===== src/rtl/sadd_pkg.sv =====
package sadd_pkg;

    typedef enum logic [1:0] {
        ST_IDLE = 2'd0,
        ST_RUN  = 2'd1,
        ST_DONE = 2'd2
    } sadd_state_e;

    // Controller outputs: register update enables, next-value selects
    // (1 = parallel word, 0 = serial path), carry clear, counter clear.
    typedef struct packed {
        logic shift_a;
        logic shift_b;
        logic sel_a;
        logic sel_b;
        logic clr_carry;
        logic clr_cnt;
    } sadd_ctl_t;

endpackage


===== src/rtl/sadd_shreg.sv =====
module sadd_shreg #(
    parameter int WIDTH = 8
) (
    input  logic             clk,
    input  logic             rst_n,
    input  logic             en,
    input  logic             sel,
    input  logic [WIDTH-1:0] par_in,
    input  logic             ser_in,
    output logic [WIDTH-1:0] q
);

    logic [WIDTH-1:0] q_d, q_q;

    always_comb begin
        q_d = q_q;
        if (en) begin
            if (sel) q_d = par_in;
            else     q_d = {ser_in, q_q[WIDTH-1:1]};
        end
    end

    always_ff @(posedge clk or negedge rst_n) begin
        if (!rst_n) q_q <= '0;
        else        q_q <= q_d;
    end

    assign q = q_q;


    ser_insert_chk: assert property (@(posedge clk) disable iff (!rst_n)
        (en && !sel) |=> (q_q[WIDTH-1] == $past(ser_in)));

endmodule


===== src/rtl/sadd_bitcell.sv =====
module sadd_bitcell (
    input  logic clk,
    input  logic rst_n,
    input  logic en,
    input  logic clr,
    input  logic a_bit,
    input  logic b_bit,
    output logic sum_bit,
    output logic carry
);

    logic carry_d, carry_q, cout;

    always_comb begin
        sum_bit = a_bit ^ b_bit ^ carry_q;
        cout    = (a_bit & b_bit) | (carry_q & (a_bit ^ b_bit));
        carry_d = carry_q;
        if (clr)     carry_d = 1'b0;
        else if (en) carry_d = cout;
    end

    always_ff @(posedge clk or negedge rst_n) begin
        if (!rst_n) carry_q <= 1'b0;
        else        carry_q <= carry_d;
    end

    assign carry = carry_q;

endmodule


===== src/rtl/sadd_bitcount.sv =====
module sadd_bitcount #(
    parameter int WIDTH = 8
) (
    input  logic clk,
    input  logic rst_n,
    input  logic clr,
    input  logic inc,
    output logic last
);

    localparam int CNT_W = (WIDTH > 2) ? $clog2(WIDTH) : 1;
    localparam logic [CNT_W-1:0] LAST_CNT = CNT_W'(WIDTH - 1);

    logic [CNT_W-1:0] cnt_d, cnt_q;

    always_comb begin
        cnt_d = cnt_q;
        if (clr)      cnt_d = '0;
        else if (inc) cnt_d = (cnt_q == LAST_CNT) ? '0 : cnt_q + 1'b1;
    end

    always_ff @(posedge clk or negedge rst_n) begin
        if (!rst_n) cnt_q <= '0;
        else        cnt_q <= cnt_d;
    end

    assign last = (cnt_q == LAST_CNT);


    cnt_wrap_chk: assert property (@(posedge clk) disable iff (!rst_n)
        (inc && !clr && last) |=> (cnt_q == '0));

endmodule


===== src/rtl/sadd_ctrl.sv =====
module sadd_ctrl
    import sadd_pkg::*;
(
    input  logic      clk,
    input  logic      rst_n,
    input  logic      load,
    input  logic      start,
    input  logic      last,
    output sadd_ctl_t ctl,
    output logic      busy,
    output logic      done
);

    typedef struct packed {
        sadd_state_e state;
        logic        done;
    } regs_t;

    regs_t r_d, r_q;

    always_comb begin
        r_d      = r_q;
        r_d.done = 1'b0;
        ctl      = '0;
        unique case (r_q.state)
            ST_IDLE: begin
                if (load) begin
                    ctl.shift_a = 1'b1;
                    ctl.shift_b = 1'b1;
                    ctl.sel_a   = 1'b1;
                    ctl.sel_b   = 1'b1;
                end else if (start) begin
                    ctl.clr_carry = 1'b1;
                    ctl.clr_cnt   = 1'b1;
                    r_d.state     = ST_RUN;
                end
            end
            ST_RUN: begin
                ctl.shift_a = 1'b1;
                ctl.shift_b = 1'b1;
                if (last) begin
                    r_d.state = ST_DONE;
                    r_d.done  = 1'b1;
                end
            end
            ST_DONE: r_d.state = ST_IDLE;
            default: r_d.state = ST_IDLE;
        endcase
    end

    always_ff @(posedge clk or negedge rst_n) begin
        if (!rst_n) r_q <= '{state: ST_IDLE, done: 1'b0};
        else        r_q <= r_d;
    end

    assign busy = (r_q.state == ST_RUN);
    assign done = r_q.done;


    done_pulse_chk: assert property (@(posedge clk) disable iff (!rst_n)
        done |=> !done);


    done_busy_excl_chk: assert property (@(posedge clk) disable iff (!rst_n)
        !(done && busy));


    busy_from_start_chk: assert property (@(posedge clk) disable iff (!rst_n)
        $rose(busy) |-> $past(start));


    last_to_done_chk: assert property (@(posedge clk) disable iff (!rst_n)
        (busy && last) |=> done);

endmodule


===== src/rtl/serial_adder.sv =====
module serial_adder
    import sadd_pkg::*;
#(
    parameter int WIDTH = 8
) (
    input  logic             clk,
    input  logic             rst_n,
    input  logic             load,
    input  logic             start,
    input  logic [WIDTH-1:0] a_in,
    input  logic [WIDTH-1:0] b_in,
    output logic [WIDTH-1:0] a_out,
    output logic [WIDTH-1:0] b_out,
    output logic             busy,
    output logic             done,
    output logic             carry_out
);

    sadd_ctl_t        ctl;
    logic             last;
    logic             sum_bit;
    logic             step;
    logic [WIDTH-1:0] a_q, b_q;

    assign step = ctl.shift_a & ~ctl.sel_a;

    sadd_ctrl u_ctrl (
        .clk   (clk),
        .rst_n (rst_n),
        .load  (load),
        .start (start),
        .last  (last),
        .ctl   (ctl),
        .busy  (busy),
        .done  (done)
    );

    sadd_bitcount #(.WIDTH(WIDTH)) u_cnt (
        .clk   (clk),
        .rst_n (rst_n),
        .clr   (ctl.clr_cnt),
        .inc   (step),
        .last  (last)
    );

    sadd_bitcell u_cell (
        .clk     (clk),
        .rst_n   (rst_n),
        .en      (step),
        .clr     (ctl.clr_carry),
        .a_bit   (a_q[0]),
        .b_bit   (b_q[0]),
        .sum_bit (sum_bit),
        .carry   (carry_out)
    );

    sadd_shreg #(.WIDTH(WIDTH)) u_rega (
        .clk    (clk),
        .rst_n  (rst_n),
        .en     (ctl.shift_a),
        .sel    (ctl.sel_a),
        .par_in (a_in),
        .ser_in (sum_bit),
        .q      (a_q)
    );

    sadd_shreg #(.WIDTH(WIDTH)) u_regb (
        .clk    (clk),
        .rst_n  (rst_n),
        .en     (ctl.shift_b),
        .sel    (ctl.sel_b),
        .par_in (b_in),
        .ser_in (b_q[0]),
        .q      (b_q)
    );

    assign a_out = a_q;
    assign b_out = b_q;


    carry_clear_chk: assert property (@(posedge clk) disable iff (!rst_n)
        $rose(busy) |-> (carry_out == 1'b0));


    load_wins_chk: assert property (@(posedge clk) disable iff (!rst_n)
        (load && !busy && !done) |=> !busy);

endmodule


===== config.mk =====
export PLATFORM = sky130hd
export DESIGN_NAME = serial_adder
export DESIGN_NICKNAME = d
export VERILOG_FILES = /design/src/rtl/sadd_pkg.sv /design/src/rtl/sadd_shreg.sv /design/src/rtl/sadd_bitcell.sv /design/src/rtl/sadd_bitcount.sv /design/src/rtl/sadd_ctrl.sv /design/src/rtl/serial_adder.sv
export SDC_FILE = /design/constraint.sdc
export NUM_CORES = 1
export LEC_CHECK = 0
export BUFFER_PORTS_ARGS = -buffer_cell sky130_fd_sc_hd__buf_2
export CAP_MARGIN = 20
export CORE_MARGIN = 3
export CORE_UTILIZATION = 44
export CTS_CLUSTER_DIAMETER = 50
export DETAILED_ROUTE_END_ITERATION = 10
export GPL_TIMING_DRIVEN = 0
export PLACE_DENSITY = 0.75
export SLEW_MARGIN = 10
export SYNTH_ARGS = -nofsm -noshare
export SYNTH_HDL_FRONTEND = slang
export SYNTH_HIERARCHICAL = 1
export SYNTH_SLANG_ARGS = --single-unit

===== constraint.sdc =====
create_clock -name clk -period 1.3 [get_ports clk]
set_input_delay 0.065 -clock clk [delete_from_list [all_inputs] [get_ports clk]]
set_output_delay 0.065 -clock clk [all_outputs]
set_load 0.01 [all_outputs]

==> metrics.md <==
| Metric | Value |
|---|---|
| Vias in the first global route | 966 |
| Tcrit/Tclk final | 112% |
| Setup TNS | -985 ps |
| MaxCap Viol Count | 0 |
| Data required, critical path | about 1600 ps |
| WS Path Type | reg2reg |
| Initial antenna violation count | 0 |
| Number of port buffers | 38 |
| Worst hold slack | about 31 ps |
| # nets final | between 150 and 200 |
| Number of fillers in the final layout | between 200 and 250 |
| Syn_nets | ~130 |
| Synth Instances | 103 |
| Drt initial violations | 30 |
| Slew Viols, Final | 0 |
| Worst rel slew slack | approximately two thirds |
| Clock-pin slew on the worst setup and hold paths | roughly 120 ps |
| GR Overflow Total | 0 |
| Post-route ant nets | 0 |
| Cell accounting for the most synthesized area | dfrtp_1 |
| Final Util | about 62% |
| WL/cell | ~14 um |
| Full die area | 0.00330 mm^2 |
| Failing checks | setup timing |
| TritonRoute pass-1 iters | 6 |
| Setup slack at placement | -245 ps |
| Root Buffer Master | clkbuf_4 |
| Number of flops mapped to enable cells by yosys | 0 |
| Synth area leaders | dfrtp_1, mux2i_1, a21oi_1 |
| Pin count of the biggest net entering global routing | 24 |
| Pwr per Cell Area | 2410 mW/mm^2 |
| Worst-skew pair later-pin latency | roughly 320 ps |
| CTS buffer count | 3 |
| Synth cell types | 21 |
| Final count of hold timing violations | 0 |
| Yosys reg bits | 23 |
| Count leader, synth | dfrtp_1 |
| Die Ht | between 50 and 60 um |
| # diodes | 0 |
| Via density | 5.12 |
| Layout cells sized above 1 | 49.7% |
| Top FF cell, synth | dfrtp_1 |
| Area grow syn2layout | 33.9% |
| Crit start category | register |
| First-pass GRT wire length | between 4 and 5 mm |
| CP arrival | roughly 1700 ps |
| CTS tree | yes |
| RSZ-0062 raised after global routing | yes |
| DP Wirelength | 1.81 mm |
| Synth async-reset ratio | 100% |
| H-tree depth | 1 |
| Status | complete, but fails checks |
| Leakage | ~0.00074 uW |
| Tmin final | between 1000 and 1500 ps |
| Post-synth top cells | dfrtp_1, mux2i_1, a21oi_1 |
| Ys Warns | 6 |
| Die W | about 57 um |
| GPL Wtd Cong | slightly above 0.7 |
| Min setup slack post-route | -156 ps |
| Number of setup violations in the final report | 12 |
| Clock tree buffer depth | 2 |
| Starting density of the core | roughly 47% |
| Post-synthesis sequential area ratio | about half |
| Critical path fanouts, max | 4 |
| Worst-Margin Slew | 494 ps |
| Fmax achieved | 687 MHz |
| Final Skew | ~2.2 ps |
| Total power | 3750 uW |
| Total track usage | ~16% |
| Post-synthesis cell area | around 0.0012 mm^2 |
| Core area | approximately 0.0025 mm^2 |
| Drt total wl | 2.59 mm |
| Clock sink total | 23 |
| HP Class | in2reg |
| # IOs | 39 |
| Total number of vias | 957 |
| Maximum VDD drop | between 1500 and 2000 uV |
| Core Rows | 18 |
| Top cell type's share of synthesized area | a little under 50% |
| CP Capture Type | register |
| Avg Synthesized Cell Area | 11.3 um^2 |
| DRC | 0 |
## worst paths after layout
| kind | from | endpoint | slack (ps) | depth (start not counted) |
|---|---|---|---|---|
| worst max register to register | u_ctrl/r_q[1] | u_cnt/cnt_q[1] | -160 | 7 |
| max in group asynchronous | rst_n | u_ctrl/r_q[2] | 700 | 2 |
| min in group asynchronous | rst_n | u_rega/q[4] | 230 | 2 |
| worst min-delay path | b_in[1] | u_regb/q[1] | 30 | 3 |
| worst max-delay path | u_ctrl/r_q[1] | u_cnt/cnt_q[1] | -160 | 7 |
| worst min register to register | u_regb/q[1] | u_regb/q[1] | 570 | 2 |
## critical path: stages (launching register included)
cell	delay (ps)
dfrtp_1	430
nor3b_2	250
buf_4	170
nor2b_4	50
buf_4	140
buf_6	110
nand2b_4	130
a21oi_2	120
## layout by cell type, fill, tap and decap left out, types with 2 or more instances in the layout
| cell | instances |
|---|---|
| mux2i_1 | 18 |
| and2_1 | 2 |
| nor2b_4 | 2 |
| buf_2 | 37 |
| nor2_1 | 14 |
| nor2_2 | 6 |
| buf_4 | 14 |
| a21oi_2 | 2 |
| a21oi_1 | 16 |
| buf_6 | 6 |
| ha_2 | 2 |
| clkbuf_4 | 3 |
| dfrtp_1 | 22 |
## state kept, by name (all words and copies together) (netlist names)
register and count:
u_ctrl/r_q 2, u_regb/q 8, u_cell/carry 1, u_ctrl/done 1, u_cnt/cnt_q 3, u_rega/q 8
## final cells by class
type | instances | area, um^2 | share of cell area [%]
flip-flops and latches | 23 | 577 | 37.0
multi-input cells | 70 | 541 | 34.7
repair buffers | 52 | 312 | 20.0
plain buffers | 7 | 61.3 | 3.94
well taps | 30 | 37.5 | 2.41
clock buffers | 4 | 26.3 | 1.69
inverters | 1 | 3.75 | 0.241
## through the flow
| stage | cells | area (um^2) |
|---|---|---|
| finish | 187 | 1560 |
| global placement | 171 | 1390 |
| detailed placement | 171 | 1390 |
| global route | 187 | 1560 |
| CTS | 184 | 1500 |
| floorplan | 103 | 1160 |
## per-layer routing
metal / track usage (%) / part of all wire (%) / vias up
met5: 0 / 0 / -
met4: 5.96 / 2.5 / 0
met3: 4.75 / 5.3 / 10
met2: 29.0 / 53 / 28
met1: 17.9 / 39 / 464
li1: - / - / 455
## power breakdown
group	switching (uW)	total [uW]	internal [uW]
combinational	970	2080	1110
sequential	282	1340	1060
clock	212	332	120
## cell families (layout without fill, tap and decap cells)
family,Yosys count,in the layout,share of synthesized area (%)
AO/OA/AOI/OAI,19,19,8.71
adder cells (fa/ha/maj),3,3,3.87
buffers and inverters,10,64,6.99
flip-flops,23,23,49.5
multiplexers,18,18,15.5
AND/OR/NAND/NOR,30,30,15.5
## timing repair
action	CTS	global route
pin swaps	2	4
resized for setup	4	9
hold endpoints to repair	23	0
hold buffers	1	0
buffers inserted	8	5
endpoints found under the setup margin	20	21
Note: power is estimated with default switching activity, not from simulation.
